[src/rtl/recip_pkg.sv]
package recip_pkg;

    // Feedback rule applied to the previous quotient digit.
    typedef enum logic [1:0] {
        FB_ADD_Q        = 2'b00,
        FB_ADD_2Q       = 2'b01,
        FB_ADD_3Q       = 2'b10,
        FB_NINE_MINUS_Q = 2'b11
    } fb_sel_e;

    typedef enum logic [1:0] {
        ST_IDLE = 2'd0,
        ST_RUN  = 2'd1,
        ST_FIN  = 2'd2
    } seq_state_e;

    localparam logic [3:0] DIGIT_TOP = 4'd9;
    localparam int         FB_W      = 5;   // max term 27

    function automatic logic [FB_W-1:0] fb_value(fb_sel_e sel, logic [3:0] q);
        logic [FB_W-1:0] qx;
        qx = {1'b0, q};
        case (sel)
            FB_ADD_Q:  fb_value = qx;
            FB_ADD_2Q: fb_value = qx << 1;
            FB_ADD_3Q: fb_value = (qx << 1) + qx;
            default:   fb_value = 5'd9 - qx;
        endcase
    endfunction

endpackage

[src/rtl/recip_step.sv]
// Combinational datapath of one loop iteration: the subtract decision,
// the reduced partial dividend, and the next digit's partial dividend.
module recip_step
    import recip_pkg::*;
#(
    parameter int D_W = 10,
    parameter int R_W = 14
) (
    input  logic [R_W-1:0] part,
    input  logic [D_W-1:0] dvs,
    input  logic [3:0]     qcnt,
    input  fb_sel_e        sel,
    output logic           can_sub,
    output logic [R_W-1:0] part_sub,
    output logic [R_W-1:0] part_next
);
    localparam int PAD   = R_W - D_W;
    localparam int FBPAD = R_W - FB_W;

    logic [R_W-1:0] dvs_x;
    logic [R_W-1:0] fb_x;

    assign dvs_x = {{PAD{1'b0}}, dvs};
    assign fb_x  = {{FBPAD{1'b0}}, fb_value(sel, qcnt)};

    // Subtract only while the divisor still fits and the digit is below 9.
    assign can_sub  = (part >= dvs_x) && (qcnt != DIGIT_TOP);
    assign part_sub = part - dvs_x;

    // Remainder times ten, plus the feedback term of the digit just found.
    assign part_next = (part << 3) + (part << 1) + fb_x;

endmodule

[src/rtl/recip_seq.sv]
// Run control: operand capture, per-digit subtract loop and digit counting.
module recip_seq
    import recip_pkg::*;
#(
    parameter int N_DIGITS = 16,
    parameter int D_W      = 10,
    parameter int R_W      = 14
) (
    input  logic           clk,
    input  logic           rst,
    input  logic           start,
    input  logic [D_W-1:0] divisor,
    input  logic [D_W-1:0] init_rem,
    input  fb_sel_e        fb_sel,
    input  logic           can_sub,
    input  logic [R_W-1:0] part_sub,
    input  logic [R_W-1:0] part_next,
    output logic [R_W-1:0] part,
    output logic [3:0]     qcnt,
    output logic [D_W-1:0] dvs_q,
    output fb_sel_e        sel_q,
    output logic           busy,
    output logic           digit_valid,
    output logic [3:0]     digit,
    output logic           done
);
    localparam int             IDX_W = (N_DIGITS > 1) ? $clog2(N_DIGITS) : 1;
    localparam logic [IDX_W-1:0] LAST = IDX_W'(N_DIGITS - 1);
    localparam int             PAD   = R_W - D_W;

    seq_state_e       st;
    logic [IDX_W-1:0] idx;

    assign busy = (st != ST_IDLE);

    always_ff @(posedge clk) begin
        if (rst) begin
            st          <= ST_IDLE;
            part        <= '0;
            qcnt        <= '0;
            idx         <= '0;
            dvs_q       <= '0;
            sel_q       <= FB_ADD_Q;
            digit_valid <= 1'b0;
            digit       <= '0;
            done        <= 1'b0;
        end else begin
            digit_valid <= 1'b0;
            done        <= 1'b0;
            case (st)
                ST_IDLE: begin
                    if (start) begin
                        dvs_q <= divisor;
                        sel_q <= fb_sel;
                        part  <= {{PAD{1'b0}}, init_rem};
                        qcnt  <= '0;
                        idx   <= '0;
                        st    <= ST_RUN;
                    end
                end
                ST_RUN: begin
                    if (can_sub) begin
                        part <= part_sub;
                        qcnt <= qcnt + 4'd1;
                    end else begin
                        digit_valid <= 1'b1;
                        digit       <= qcnt;
                        part        <= part_next;
                        qcnt        <= '0;
                        idx         <= idx + 1'b1;
                        if (idx == LAST) st <= ST_FIN;
                    end
                end
                ST_FIN: begin
                    done <= 1'b1;
                    st   <= ST_IDLE;
                end
                default: st <= ST_IDLE;
            endcase
        end
    end

endmodule

[src/rtl/recip_digit_gen.sv]
module recip_digit_gen
    import recip_pkg::*;
#(
    parameter int D_MAX    = 999,
    parameter int N_DIGITS = 16,
    localparam int D_W     = $clog2(D_MAX + 1),
    localparam int R_W     = $clog2(10 * D_MAX + 28)
) (
    input  logic           clk,
    input  logic           rst,
    input  logic           start,
    input  logic [D_W-1:0] divisor,
    input  logic [D_W-1:0] init_rem,
    input  logic [1:0]     fb_sel,
    output logic           busy,
    output logic           digit_valid,
    output logic [3:0]     digit,
    output logic           done
);
    fb_sel_e        sel_in;
    fb_sel_e        sel_q;
    logic [R_W-1:0] part;
    logic [R_W-1:0] part_sub;
    logic [R_W-1:0] part_next;
    logic [3:0]     qcnt;
    logic [D_W-1:0] dvs_q;
    logic           can_sub;

    assign sel_in = fb_sel_e'(fb_sel);

    recip_step #(.D_W(D_W), .R_W(R_W)) u_step (
        .part      (part),
        .dvs       (dvs_q),
        .qcnt      (qcnt),
        .sel       (sel_q),
        .can_sub   (can_sub),
        .part_sub  (part_sub),
        .part_next (part_next)
    );

    recip_seq #(.N_DIGITS(N_DIGITS), .D_W(D_W), .R_W(R_W)) u_seq (
        .clk         (clk),
        .rst         (rst),
        .start       (start),
        .divisor     (divisor),
        .init_rem    (init_rem),
        .fb_sel      (sel_in),
        .can_sub     (can_sub),
        .part_sub    (part_sub),
        .part_next   (part_next),
        .part        (part),
        .qcnt        (qcnt),
        .dvs_q       (dvs_q),
        .sel_q       (sel_q),
        .busy        (busy),
        .digit_valid (digit_valid),
        .digit       (digit),
        .done        (done)
    );

endmodule

[config.mk]
export PLATFORM = sky130hd
export DESIGN_NAME = recip_digit_gen
export DESIGN_NICKNAME = d
export VERILOG_FILES = /design/src/rtl/recip_pkg.sv /design/src/rtl/recip_step.sv /design/src/rtl/recip_seq.sv /design/src/rtl/recip_digit_gen.sv
export SDC_FILE = /design/constraint.sdc
export NUM_CORES = 1
export LEC_CHECK = 0
export BUFFER_PORTS_ARGS = -buffer_cell sky130_fd_sc_hd__buf_2
export CORE_MARGIN = 2
export CORE_UTILIZATION = 30
export CTS_BUF_LIST = sky130_fd_sc_hd__clkbuf_16
export CTS_CLUSTER_DIAMETER = 100
export DETAILED_ROUTE_END_ITERATION = 6
export GPL_TIMING_DRIVEN = 0
export PLACE_DENSITY = 0.52
export SETUP_SLACK_MARGIN = 0.1
export SLEW_MARGIN = 10
export SYNTH_ARGS = -nofsm -noshare
export SYNTH_HDL_FRONTEND = slang
export SYNTH_SLANG_ARGS = --single-unit
[constraint.sdc]
create_clock -name clk -period 8.37 [get_ports clk]
set_input_delay 1.674 -clock clk [delete_from_list [all_inputs] [get_ports clk]]
set_output_delay 1.674 -clock clk [all_outputs]
set_load 0.1 [all_outputs]
After elaboration in Yosys (flattened, before gate mapping)
Index checks and enable logic that the tools add are counted.
W data, S select, Z words.
{ "classes": {"n_mux": 15, "n_addsub": 7, "n_lt_le_gt_ge": 1, "n_eq_ne": 9, "bitwise_logic": 2, "reduce_logical": 11} }
{ "op_table": {"columns": ["cell", "count"], "rows": [
  ["$mux W14", 2],
  ["$pmux W14 S2", 1],
  ["$pmux W4 S2", 2],
  ["$pmux W5 S3", 1],
  ["$add A14 B14 Y14", 1],
  ["$add A14 B5 Y14", 1],
  ["$ge A14 B10 Y1", 1],
  ["$sub A14 B10 Y14", 1],
  ["$mux W4", 3],
  ["$add A4 B1 Y4 const B", 2],
  ["$mux W2", 3],
  ["$reduce_and A2 Y1", 3],
  ["$reduce_and A3 Y1", 2],
  ["$add A5 B4 Y5", 1],
  ["$sub A4 B4 Y5 const A", 1],
  ["$eq A2 B1 Y1 const B", 2],
  ["$eq A2 B2 Y1 const B", 2],
  ["$eq A4 B4 Y1 const B", 1],
  ["$logic_not A2 Y1", 2],
  ["$ne A2 B2 Y1 const B", 2],
  ["$ne A4 B4 Y1 const B", 1],
  ["$pmux W2 S2", 1],
  ["$reduce_bool A2 Y1", 2],
  ["$mux W1", 2],
  ["4 further kinds", 5]
]} }
{ "word_totals": {"ff_bits": 42, "out_inout_bits": 7, "in_bits": 25} }

Longest topological paths before layout
{ "logic_depth": {"ltp_word": 5, "mapped_depth": 18, "depth_no_buf": 18} }

Modules after synthesis
Synthesis repeated with hierarchy kept, for this count alone.
{ "hier_totals": {"hier_cells": 389, "area_unflattened_um2": 3418.3} }
{ "by_module_without_submodules": {"columns": ["mod", "area_per_inst_um2", "seq_area_each_um2", "cells_per_inst", "instances"], "rows": [
  ["recip_seq", 1853.0, 840.8, 197, 1],
  ["recip_step", 1565.3, 0.0, 192, 1]
]} }

Worst setup path before layout
OpenSTA, ideal clock, no wires.
{ "synth_timing": {"path_kind": "flip-flop to flip-flop", "start": "register u_seq.qcnt[1]", "end": "register u_seq.part[13]", "arrival_time_ns": 3.659, "period_less_slack_ns": 3.754, "path_stages_with_launch": 16, "setup_slack_ns": 4.616, "cell_sequence": "dfxtp_1 -> ha_1 -> fa_1 -> xnor2_1 -> mux4_2 -> inv_1 -> fa_1 -> inv_1 -> ha_1 -> a211oi_1 -> nor2_1 -> or2_2 -> a211oi_1 -> o31ai_1 -> mux2i_1 -> a221oi_1"} }
{ "synth_via": {"elab_chain_cells": 5} }
{ "synth_lines": {"columns": ["element", "line", "rtl"], "rows": [
  ["from (decl)", "recip_seq.sv:19", "output logic [3:0] qcnt,"],
  ["from (signal assigned)", "recip_seq.sv:64", "qcnt <= qcnt + 4'd1;"],
  ["$add A5 B4 Y5 / $sub A4 B4 Y5 (equally long branches)", "recip_pkg.sv:26, recip_pkg.sv:27", null],
  ["$pmux W5 S3", "recip_pkg.sv:23", "case (sel)"],
  ["$add A14 B5 Y14", "recip_step.sv:31", "assign part_next = (part << 3) + (part << 1) + fb_x;"],
  ["$mux W14 (*)", "recip_seq.sv:62", "if (can_sub) begin"],
  ["$pmux W14 S2 (*)", "recip_seq.sv:50", "case (st)"],
  ["to (signal assigned)", "recip_seq.sv:55", "part <= {{PAD{1'b0}}, init_rem};"],
  ["to (signal assigned)", "recip_seq.sv:63", "part <= part_sub;"],
  ["to (signal assigned)", "recip_seq.sv:68", "part <= part_next;"],
  ["to (decl)", "recip_seq.sv:18", "output logic [R_W-1:0] part,"]
]} }
Mark *: on every way between the ends. The rest lies on a longest branch, timed or not.
A chain may end at the register's enable or synchronous reset.

Worst setup path in the final report
Ends and elaborated chain as after synthesis.

==> summary.txt <==
Layout
  – Area Overhead vs Synth: 14.3%
  – Final Cell Area: 3770 um2
  – Final cell count without fillers: ~600
  – Final Net Count: 525
  – Post-layout util: a little over a third
  – Filler cell count: 1151
  – Reg area: 841 um2
  – Area of the multi-input gates: around 2300 um2
  – Share of layout cells above drive strength 1: around an eighth
  – Diode count: 0

Timing
  – TNS Setup: 0 ps
  – Slew headroom: a little under three fifths
  – Post-route minimum period: 4140 ps
  – Final hold slack: 454 ps
  – Hold Violations, Final: 0
  – Unrepaired setup endpoints after global routing: false
  – Max-slew violations: 0
  – Slack of the critical path: 4230 ps
  – Fmax achieved: approximately 240 MHz
  – Final Setup Violations: 0
  – Final Cycle Share: 49.4%
  – Worst-Margin Slew: 664 ps
  – Clock Skew: 8.60 ps

Floorplan
  – Rows: 38
  – Core area: approximately 11000 um2
  – Die Y: approximately 110 um
  – Initial Utilization: just over 30%
  – I/O pin count: 32
  – Die area: ~12000 um2
  – Die width: ~110 um

CTS
  – Clk slew on worst S/H paths: 60 ps
  – Clock root cell: clkbuf_16
  – Postcts setup bufs: 0
  – Number of CTS-inserted buffers: 5
  – # hold bufs at CTS: 0
  – CTS resizes: 0
  – # H-tree levels: 2
  – CTS tree: built
  – Clock sinks: 42
  – Clk buf depth: 2
  – Clk Latency, worst-skew pair: 290 ps

Power and ir drop
  – Worst vdd ir: ~0.099 mV
  – Leakage Power: 1.60 nW
  – Total power: 1.05 mW
  – Power density cells: 279 nW/um2

Hold path
  – Hold path endpoint: u_seq.digit[1]
  – Hold Crit Start: u_seq.digit[1]
  – HP Class: reg -> reg
  – Hold Path Cell Cnt: 2

Setup path
  – Max incr delay on CP: ~450 ps
  – Required @ worst endpoint: 8570 ps
  – CP arrival: 4330 ps
  – Critical path's top delay family: adder cells
  – CP startpoint kind: flip-flop
  – Cells along the critical path: ha_1 > fa_1 > xnor2_1 > mux4_2 > inv_1 > fa_1 > inv_1 > ha_1 > a211oi_1 > nor2_1 > or2_2 > a211oi_1 > o31ai_1 > mux2i_1 > a221oi_1
  – Crit path kind: reg -> reg
  – FF-to-FF End: u_seq.part[13]
  – Crit. End Element: flip-flop
  – Slowest CP cell: mux4_2
  – Flop-to-flop setup slack: 4230 ps
  – FF-to-FF Start: u_seq.qcnt[1]
  – Crit path buffers/inverters: 2
  – Crit Path Max Fanout: 10
  – Reg2reg path depth: 15

Routing
  – Total number of vias: 3053
  – DR DRC count: 0
  – Vias/cell: 5.11
  – DR WL/cell: 15.4 um
  – DRT antenna net count: 0
  – DRT Pass-1 Iters: 4
  – Final wirelength: 9200 um
  – Iteration-0 DRC Markers: 120

Yosys
  – Mux cell area share after synthesis: 3.23%
  – Yosys warns: 0
  – Post-Synth XOR/XNOR Area: 4.78%
  – Syn_nets: ~490
  – Main combinational cell family by area after synthesis: compound AO/OA/AOI/OAI gates
  – Synth Area in Simple Gates: 20.2%
  – EDFF count, synth: 0
  – Flops & latches, synth: 42
  – Seq/Total Area, Yosys: 25.5%
  – Cells after Synth: 419
  – Syn_area_per_cell: roughly 7.9 um2
  – Mapped Area: 3300 um2
  – Synth Area in Adders: about 17%
  – Unique masters post-synth: 57
  – Synth Flop Type: dfxtp_1
  – Asr flop ratio synth: 0%
  – Synth Area in Compound Gates: 23.4%

Outcome
  – Status: complete, no violations

GRT
  – Vias in the first global route: about 3000
  – Total gr overflow: 0
  – First-pass GRT wire length: between 10000 and 15000 um
  – Largest net degree at the start of global routing: 14
  – Initial antenna violation count: 0
  – Gr usage total: 16.1%

Place
  – Detail Placement HPWL: 7330 um
  – GP Congestion: 0.906
  – Port Buffer Count: 31
  – Post-Place Setup Slack: 4160 ps
  – Placed cell areas: 3630 um2
  – Placed cell count: 590

Run
  – Max-capacitance violation count: 0
## tightest hold or removal path: cells and delay by family, from the launching register on
kind	cells	cell delay [ps]
compound gates	1	50
flops	1	310
simple gates	1	50
## power breakdown
group          switching (mW)  internal [mW]  leakage, nW  total, mW
combinational           0.354          0.241         1.19      0.596
sequential             0.0363          0.229        0.344      0.265
clock                  0.0816          0.110       0.0730      0.191
## cell type report
class	count	area share, %
tap	140	4.65
clock inverter	3	0.432
multi-input combinational	331	60.4
sequential	42	22.3
clock buffer	5	3.32
buffer	19	2.06
timing repair buffer	31	4.12
inverter	27	2.69
## synth_stat cells (9+ instances only)
master / number / area share [%]
o21ai_0: 19 / 2.9
a21oi_1: 41 / 6.2
xnor2_1: 15 / 4.0
ha_1: 38 / 14
clkbuf_1: 14 / 1.6
a21o_1: 12 / 2.7
dfxtp_1: 42 / 26
a211oi_1: 9 / 2.0
nor3_1: 12 / 1.8
inv_1: 27 / 3.1
nor2_1: 25 / 2.8
nand3_1: 12 / 1.8
nand2_1: 55 / 6.3
## logic make-up (layout without fill, tap and decap cells)
group,Yosys count,count (layout)
fa+ha+maj,43,43
xor+xnor,18,18
flops,42,42
mux,8,8
compound gates,121,121
buf+inv,46,85
simple gates,141,141
## flip-flops by register name (all words and copies together) (netlist names)
signal / cells
u_seq.qcnt: 4
u_seq.digit_valid: 1
u_seq.digit: 4
u_seq.part: 14
u_seq.idx: 4
u_seq.st: 2
u_seq.dvs_q: 10
u_seq.sel_q: 2
u_seq.done: 1
## cell usage in the layout (no fill, tap or decap), types with 3 or more instances in the layout
master,count
a211oi_1,9
a21o_1,12
a21oi_1,41
a31oi_1,3
and3_1,3
buf_2,33
clkbuf_1,14
clkbuf_16,5
dfxtp_1,42
fa_1,5
ha_1,38
inv_1,28
mux2i_1,5
nand2_1,55
nand2b_1,5
nand3_1,12
nor2_1,25
nor2b_1,6
nor3_1,12
o21ai_0,19
o21ai_1,3
o22ai_1,7
o31ai_1,6
or2_2,4
or3_1,3
xnor2_1,15
xor2_1,3
## routing by layer
layer | GRT usage (%) | vias up | wire, um
met5 | 0 | - | 0
met4 | 4.76 | 0 | 179
met3 | 2.87 | 15 | 345
met2 | 27.9 | 59 | 4290
met1 | 20.2 | 1405 | 4390
li1 | - | 1574 | -
## worst max-delay path by stage
stage	to	cells past startpoint	slack, ps	start
after floorplan	u_seq.part[13]	15	4620	u_seq.qcnt[1]
after global placement	u_seq.part[13]	15	4220	u_seq.qcnt[1]
after detailed placement	u_seq.part[13]	15	4160	u_seq.qcnt[1]
after CTS	u_seq.part[13]	15	4150	u_seq.qcnt[1]
after global routing	u_seq.part[13]	15	3950	u_seq.qcnt[1]
final	u_seq.part[13]	15	4230	u_seq.qcnt[1]
Power figures use the tool's default switching activity.
